$ cat config.mk
export PLATFORM = sky130hd
export DESIGN_NAME = dual_rename
export DESIGN_NICKNAME = d
export VERILOG_FILES = /design/src/rtl/dual_rename_pkg.sv /design/src/rtl/rn_map_table.sv /design/src/rtl/rn_free_list.sv /design/src/rtl/rn_dep_fix.sv /design/src/rtl/dual_rename.sv
export SDC_FILE = /design/constraint.sdc
export NUM_CORES = 2
export LEC_CHECK = 0
export BUFFER_PORTS_ARGS = -buffer_cell sky130_fd_sc_hd__buf_2
export CORE_ASPECT_RATIO = 1.2
export CORE_UTILIZATION = 40
export DETAILED_ROUTE_END_ITERATION = 8
export GPL_TIMING_DRIVEN = 0
export SETUP_SLACK_MARGIN = 0.2
export SLEW_MARGIN = 0
export SYNTH_ARGS = -nofsm -noshare
export SYNTH_HDL_FRONTEND = slang
export SYNTH_SLANG_ARGS = --single-unit
export TNS_END_PERCENT = 100
$ cat constraint.sdc
create_clock -name clk_i -period 8.8 [get_ports clk_i]
set_input_delay 0.88 -clock clk_i [delete_from_list [all_inputs] [get_ports clk_i]]
set_output_delay 0.88 -clock clk_i [all_outputs]
set_load 0.01 [all_outputs]
$ cat src/rtl/dual_rename_pkg.sv
package dual_rename_pkg;
  localparam int unsigned RN_LANES = 2;
  localparam int unsigned RN_OPS   = 3;  // rs1, rs2, rd per lane
  localparam int unsigned OP_RS1   = 0;
  localparam int unsigned OP_RS2   = 1;
  localparam int unsigned OP_RD    = 2;
endpackage

$ cat src/rtl/rn_map_table.sv
module rn_map_table #(
  parameter int unsigned ARCH_REGS = 32,
  parameter int unsigned PHYS_REGS = 64,
  parameter int unsigned NRD       = 6,
  localparam int unsigned AW = $clog2(ARCH_REGS),
  localparam int unsigned PW = $clog2(PHYS_REGS)
) (
  input  logic                     clk_i,
  input  logic                     rst_ni,
  input  logic [NRD-1:0][AW-1:0]   raddr_i,
  output logic [NRD-1:0][PW-1:0]   rdata_o,
  input  logic [1:0]               we_i,
  input  logic [1:0][AW-1:0]       waddr_i,
  input  logic [1:0][PW-1:0]       wdata_i
);
  logic [PW-1:0] map_q [ARCH_REGS];

  for (genvar r = 0; r < NRD; r++) begin : g_rd
    assign rdata_o[r] = map_q[raddr_i[r]];
  end

  always_ff @(posedge clk_i or negedge rst_ni) begin
    if (!rst_ni) begin
      for (int i = 0; i < ARCH_REGS; i++) map_q[i] <= PW'(i);
    end else begin
      // lane 1 written last so it wins a same-index collision
      for (int l = 0; l < 2; l++) begin
        if (we_i[l]) map_q[waddr_i[l]] <= wdata_i[l];
      end
    end
  end
endmodule

$ cat src/rtl/rn_free_list.sv
module rn_free_list #(
  parameter int unsigned ARCH_REGS = 32,
  parameter int unsigned PHYS_REGS = 64,
  localparam int unsigned PW = $clog2(PHYS_REGS),
  localparam int unsigned CW = PW + 1
) (
  input  logic                clk_i,
  input  logic                rst_ni,
  input  logic [1:0]          req_i,
  input  logic                take_i,
  output logic [1:0][PW-1:0]  tag_o,
  output logic [CW-1:0]       cnt_o,
  input  logic                push_i,
  input  logic [PW-1:0]       push_tag_i
);
  localparam int unsigned INIT_CNT = PHYS_REGS - ARCH_REGS;

  logic [PW-1:0] ring_q [PHYS_REGS];
  logic [PW-1:0] head_q, tail_q, head_p1, head_nx;
  logic [CW-1:0] cnt_q;
  logic [1:0]    npop;

  function automatic logic [PW-1:0] wrap_inc(input logic [PW-1:0] p);
    return (p == PW'(PHYS_REGS - 1)) ? '0 : p + 1'b1;
  endfunction

  assign head_p1  = wrap_inc(head_q);
  assign tag_o[0] = ring_q[head_q];
  assign tag_o[1] = req_i[0] ? ring_q[head_p1] : ring_q[head_q];
  assign npop     = take_i ? (2'(req_i[0]) + 2'(req_i[1])) : 2'd0;
  assign cnt_o    = cnt_q;

  always_comb begin
    case (npop)
      2'd1:    head_nx = head_p1;
      2'd2:    head_nx = wrap_inc(head_p1);
      default: head_nx = head_q;
    endcase
  end

  always_ff @(posedge clk_i or negedge rst_ni) begin
    if (!rst_ni) begin
      for (int i = 0; i < PHYS_REGS; i++)
        ring_q[i] <= (i < INIT_CNT) ? PW'(ARCH_REGS + i) : '0;
      head_q <= '0;
      tail_q <= PW'(INIT_CNT);
      cnt_q  <= CW'(INIT_CNT);
    end else begin
      head_q <= head_nx;
      if (push_i) begin
        ring_q[tail_q] <= push_tag_i;
        tail_q         <= wrap_inc(tail_q);
      end
      cnt_q <= cnt_q - CW'(npop) + CW'(push_i);
    end
  end
endmodule

$ cat src/rtl/rn_dep_fix.sv
module rn_dep_fix
  import dual_rename_pkg::*;
#(
  parameter int unsigned AW = 5,
  parameter int unsigned PW = 6
) (
  input  logic                     alloc0_i,
  input  logic [AW-1:0]            rd0_i,
  input  logic [PW-1:0]            pd0_i,
  input  logic [RN_OPS-1:0][AW-1:0] addr_i,
  input  logic [RN_OPS-1:0][PW-1:0] tbl_i,
  output logic [RN_OPS-1:0][PW-1:0] fix_o
);
  // compares depend only on indices, so they run beside the table read
  for (genvar o = 0; o < RN_OPS; o++) begin : g_op
    logic hit;
    assign hit      = alloc0_i && (addr_i[o] == rd0_i);
    assign fix_o[o] = hit ? pd0_i : tbl_i[o];
  end
endmodule

$ cat src/rtl/dual_rename.sv
module dual_rename
  import dual_rename_pkg::*;
#(
  parameter int unsigned ARCH_REGS = 32,
  parameter int unsigned PHYS_REGS = 64,
  localparam int unsigned AW = $clog2(ARCH_REGS),
  localparam int unsigned PW = $clog2(PHYS_REGS),
  localparam int unsigned CW = PW + 1
) (
  input  logic                clk_i,
  input  logic                rst_ni,
  input  logic [1:0]          vld_i,
  input  logic [1:0]          wen_i,
  input  logic [1:0][AW-1:0]  rd_i,
  input  logic [1:0][AW-1:0]  rs1_i,
  input  logic [1:0][AW-1:0]  rs2_i,
  input  logic                free_vld_i,
  input  logic [PW-1:0]       free_tag_i,
  output logic                stall_o,
  output logic [1:0][PW-1:0]  ps1_o,
  output logic [1:0][PW-1:0]  ps2_o,
  output logic [1:0][PW-1:0]  pd_o,
  output logic [1:0][PW-1:0]  pold_o
);
  localparam int unsigned NRD = RN_LANES * RN_OPS;

  logic [1:0]                alloc;
  logic [1:0]                need;
  logic [CW-1:0]             free_cnt;
  logic [1:0][PW-1:0]        fl_tag;
  logic [NRD-1:0][AW-1:0]    raddr;
  logic [NRD-1:0][PW-1:0]    rdata;
  logic [RN_OPS-1:0][AW-1:0] l1_addr;
  logic [RN_OPS-1:0][PW-1:0] l1_tbl, l1_fix;
  logic [1:0]                tbl_we;

  for (genvar l = 0; l < RN_LANES; l++) begin : g_lane
    assign alloc[l]                 = vld_i[l] && wen_i[l] && (rd_i[l] != '0);
    assign raddr[l*RN_OPS + OP_RS1] = rs1_i[l];
    assign raddr[l*RN_OPS + OP_RS2] = rs2_i[l];
    assign raddr[l*RN_OPS + OP_RD]  = rd_i[l];
    assign pd_o[l]                  = alloc[l] ? fl_tag[l] : '0;
    assign tbl_we[l]                = alloc[l] && !stall_o;
  end

  assign need    = 2'(alloc[0]) + 2'(alloc[1]);
  assign stall_o = CW'(need) > free_cnt;

  rn_map_table #(.ARCH_REGS(ARCH_REGS), .PHYS_REGS(PHYS_REGS), .NRD(NRD)) u_map (
    .clk_i   (clk_i),
    .rst_ni  (rst_ni),
    .raddr_i (raddr),
    .rdata_o (rdata),
    .we_i    (tbl_we),
    .waddr_i (rd_i),
    .wdata_i (pd_o)
  );

  rn_free_list #(.ARCH_REGS(ARCH_REGS), .PHYS_REGS(PHYS_REGS)) u_fl (
    .clk_i      (clk_i),
    .rst_ni     (rst_ni),
    .req_i      (alloc),
    .take_i     (!stall_o),
    .tag_o      (fl_tag),
    .cnt_o      (free_cnt),
    .push_i     (free_vld_i),
    .push_tag_i (free_tag_i)
  );

  for (genvar o = 0; o < RN_OPS; o++) begin : g_l1
    assign l1_addr[o] = raddr[RN_OPS + o];
    assign l1_tbl[o]  = rdata[RN_OPS + o];
  end

  rn_dep_fix #(.AW(AW), .PW(PW)) u_fix (
    .alloc0_i (alloc[0]),
    .rd0_i    (rd_i[0]),
    .pd0_i    (pd_o[0]),
    .addr_i   (l1_addr),
    .tbl_i    (l1_tbl),
    .fix_o    (l1_fix)
  );

  assign ps1_o[0]  = rdata[OP_RS1];
  assign ps2_o[0]  = rdata[OP_RS2];
  assign pold_o[0] = alloc[0] ? rdata[OP_RD] : '0;
  assign ps1_o[1]  = l1_fix[OP_RS1];
  assign ps2_o[1]  = l1_fix[OP_RS2];
  assign pold_o[1] = alloc[1] ? l1_fix[OP_RD] : '0;
endmodule

==> impl_metrics.ini <==
[clock_tree]
cts_post_setup_buffers_inserted = 0
clock-sinks = 595
ctsHtreeMaxLevel = 3
clock_path_buffers = 3
cts.reportedPaths.clkPinSlew_ns = 0.07
clock_latency_ns = 0.64
clock-root-buffer = clkbuf_16
number_of_cts_inserted_buffers = 68
cts_tree = built

[global_route]
grt_antenna_before_repair = 12
grt_usage = 0.392
global_route.overflow_total = 0
first_pass_grt_wire_length_mm = 300
vias_in_the_first_global_route = 37600
largest_net_degree_at_the_start_of_global_routing = 108

[logic_synthesis]
synth_area_sq_um = 43700
syn_inst = 3963
flip_flop_and_latch_count_after_synthesis = 595
synth-edff-count = 0
synth_fp_nets = 4026
synth_async_sr_flop_share = 1.00
post_synthesis_sequential_area_ratio = 0.347
avgSynthCellArea_sq_um = 11.0
synth_cell_type_count = 66
synth-warning-count = 0
synthFlopType = dfrtp_1

[setup_path]
worst-endpoint-required_ns = 7.92
timing_worst_setup_path_type = reg -> out
critPathMaxStageDelay_ns = 0.89
endpoint_kind = output port
standard_cell_with_the_maximum_stage_delay_on_the_critical_path = mux2i_1
worst-endpoint-arrival_ns = 7.89
cp_cell_sequence = buf_6, buf_12, buf_12, buf_12, buf_4, inv_1, buf_2, ha_1, clkbuf_1, nor2_1, clkbuf_1, clkbuf_1, nand3_1, nand4_1, nand4_1, mux2i_1, clkbuf_1, o22ai_1, buf_2
critical_path.startpoint_type = flop
critical_path_peak_fanout = 10
critical_path_buf_inv_count = 12
crit_path_frequent_cell = clkbuf_1
top_family_by_delay_on_critical_path = buffers and inverters

[hold_path]
worstHoldPathType = in -> async

[drt]
first_drt_pass_iteration_count = 6
vias_per_cell = 7.01
via_count = 39100
post-route-drc-count = 0
dr.first_iter.drc_count = 5589
route.detailed.wl_per_inst_microns = 39.0
route.antenna.remaining_nets = 0
routed_wirelength_mm = 217

[sta]
final_max_slew_viol_count = 22
period_minus_slack_ns = 8.77
final.period_utilization = 0.997
slew-limit-headroom = -0.0186
finalHoldViolations = 0
achievable-frequency_mhz = 114
worst_slew_pin_slew_ns = 1.53
setup_repair_after_global_routing_missed_its_margin = false
final.setup_skew_ns = 0.0306
report.final.setup_viol = 0
final.setup.tns_ns = 0

[place]
portBuffers = 70
place.detailed.instances = 5448
gp_routability_congestion = 1.10
detailed_place_hpwl_mm = 162

[floorplan]
floorplan.rows = 132
floorplan.core_area_sq_um = 108000
floorplan.initialDensity = 0.404
chipWidth_microns = 304
dieHeight_microns = 364
design.die.area_sq_um = 110000
floorplan.io_pins = 92

[final_layout]
most_used_cells_in_the_layout_excluding_fill_and_tap_cells = 431 x mux4_2, 421 x mux2_2, 414 x nand2_1, 401 x dfrtp_1, 262 x nor2_1
layout.nets = 4175
layout.cells.most_common = mux4_2
area_growth_syn_to_layout_pct = 11.0
footprint_of_the_multi_input_gates_sq_um = 26800
filler_cell_count = 10300
layout-drive-gt1-share = 0.333
layout.area.seq_sq_um = 15100
final_core_util = 0.449
instances_no_fill = 5575

[pwr]
power.static_leakage_nw = 19.8
power.density_cell_area_nw_per_um2 = 395
vdd_ir_drop_max_mv = 0.283

[job]
max_cap_violations = 2

[run_status]
violations = max-capacitance violations, max-slew violations
status = finished, violations left
==> logic make-up (layout without fill, tap and decap cells) <==
| kind of cell | after synthesis | after routing | synth area share |
|---|---|---|---|
| multiplexers | 1081 | 1081 | 0.391 |
| adder cells (fa/ha/maj) | 20 | 20 | 0.00590 |
| AO/OA/AOI/OAI | 849 | 849 | 0.112 |
| AND/OR/NAND/NOR | 979 | 979 | 0.0983 |
| buffers and inverters | 408 | 610 | 0.0401 |
| flip-flops | 595 | 595 | 0.347 |
| XOR/XNOR | 31 | 31 | 0.00622 |
| other | 0 | 3 | 0 |
==> power breakdown <==
| part | total [mW] | switching (mW) | internal [mW] |
|---|---|---|---|
| combinational | 10.4 | 6.68 | 3.73 |
| sequential | 5.56 | 1.65 | 3.91 |
| clock | 3.14 | 1.28 | 1.87 |
| total | 19.1 | 9.61 | 9.51 |
==> per-stage QoR <==
step	cell area [sq um]	setup WS, ns	hold WS [ns]	power, mW
2_1_floorplan	43700	3.92	0.493	10.6
3_3_place_gp	45800	-6.11	0.506	15.1
3_5_place_dp	46000	0.798	0.510	15.3
4_1_cts	48400	0.374	0.0468	18.4
5_1_grt	48400	0.220	0.0586	19.4
6_report	48400	0.0287	0.0585	19.1
==> registers in the layout (all words and copies together) (netlist names) <==
signal,flops
u_map.map_q,192
u_fl.tail_q,6
u_fl.ring_q,384
u_fl.cnt_o,7
u_fl.head_q,6
==> Yosys cell counts, types with 12 or more instances <==
master,count,share of area
nor2_1,264,0.023
and2_1,33,0.0047
o22ai_1,12,0.0017
nand4_1,51,0.0073
mux4_2,431,0.22
ha_1,19,0.0054
mux4_1,19,0.011
o21ai_0,257,0.029
nand2_1,414,0.036
a21oi_1,239,0.027
buf_1,60,0.0052
nand3_1,112,0.013
a211o_1,20,0.0040
inv_1,35,0.0030
mux2_2,421,0.11
a22oi_1,48,0.0083
dfrtp_1,401,0.23
a211oi_1,14,0.0024
nor2b_1,38,0.0054
dfstp_2,194,0.12
clkbuf_1,239,0.021
a21oi_2,30,0.0060
nor3_1,17,0.0019
mux2i_1,210,0.048
a221oi_1,13,0.0026
xor2_1,17,0.0034
o21ai_1,152,0.017
xnor2_1,14,0.0028
buf_2,52,0.0060
==> worst register-to-register path, delay by kind of cell, from the launching register on <==
kind / cells / cell delay [ns]
adders and majority gates: 1 / 0.34
buffers and inverters: 11 / 4.30
and+or+nand+nor: 4 / 0.94
AOI/OAI and AO/OA: 1 / 0.26
DFF: 1 / 0.37
muxes: 1 / 0.76
==> routing by layer <==
metal	GRT usage	vias up	part of all wire
li1	-	15300	-
met1	0.444	19800	0.33
met2	0.615	3037	0.46
met3	0.107	955	0.11
met4	0.324	6	0.10
met5	0	-	0.00016
==> what timing repair did <==
item                                   in CTS  in global routing
endpoints found under the hold margin       0                  0
setup endpoints to repair                   2                  3
gates resized for setup                     1                  5
hold buffers                                0                  0
==> area by class of cell <==
class                           instances  share of cell area
Timing Repair Buffer                   79              0.0115
Buffer                                373              0.0336
Antenna cell                            3            0.000155
Clock inverter                         33             0.00971
Multi-Input combinational cell       2960               0.553
Tap cell                             1407              0.0363
Clock buffer                           90              0.0404
Inverter                               35             0.00271
Sequential cell                       595               0.312
==> worst paths after layout <==
path / endpoint / cells past startpoint / slack [ns] / startpoint
hold reg to reg: u_fl.ring_q[307]$_DFFE_PN0P_ / 1 / 0.52 / u_fl.ring_q[307]$_DFFE_PN0P_
min in group clk_i: u_fl.ring_q[307]$_DFFE_PN0P_ / 1 / 0.52 / u_fl.ring_q[307]$_DFFE_PN0P_
setup reg to reg: u_map.map_q[162]$_DFF_PN0_ / 18 / 1.66 / u_fl.head_q[0]$_DFFE_PN0P_
max in group asynchronous: u_fl.ring_q[83]$_DFFE_PN0P_ / 5 / 6.54 / rst_ni
hold / removal: u_map.map_q[172]$_DFF_PN0_ / 1 / 0.06 / rst_ni
setup / recovery: pd_o[9] / 19 / 0.03 / u_fl.head_q[0]$_DFFE_PN0P_
Note: power is estimated with default switching activity, not from simulation.
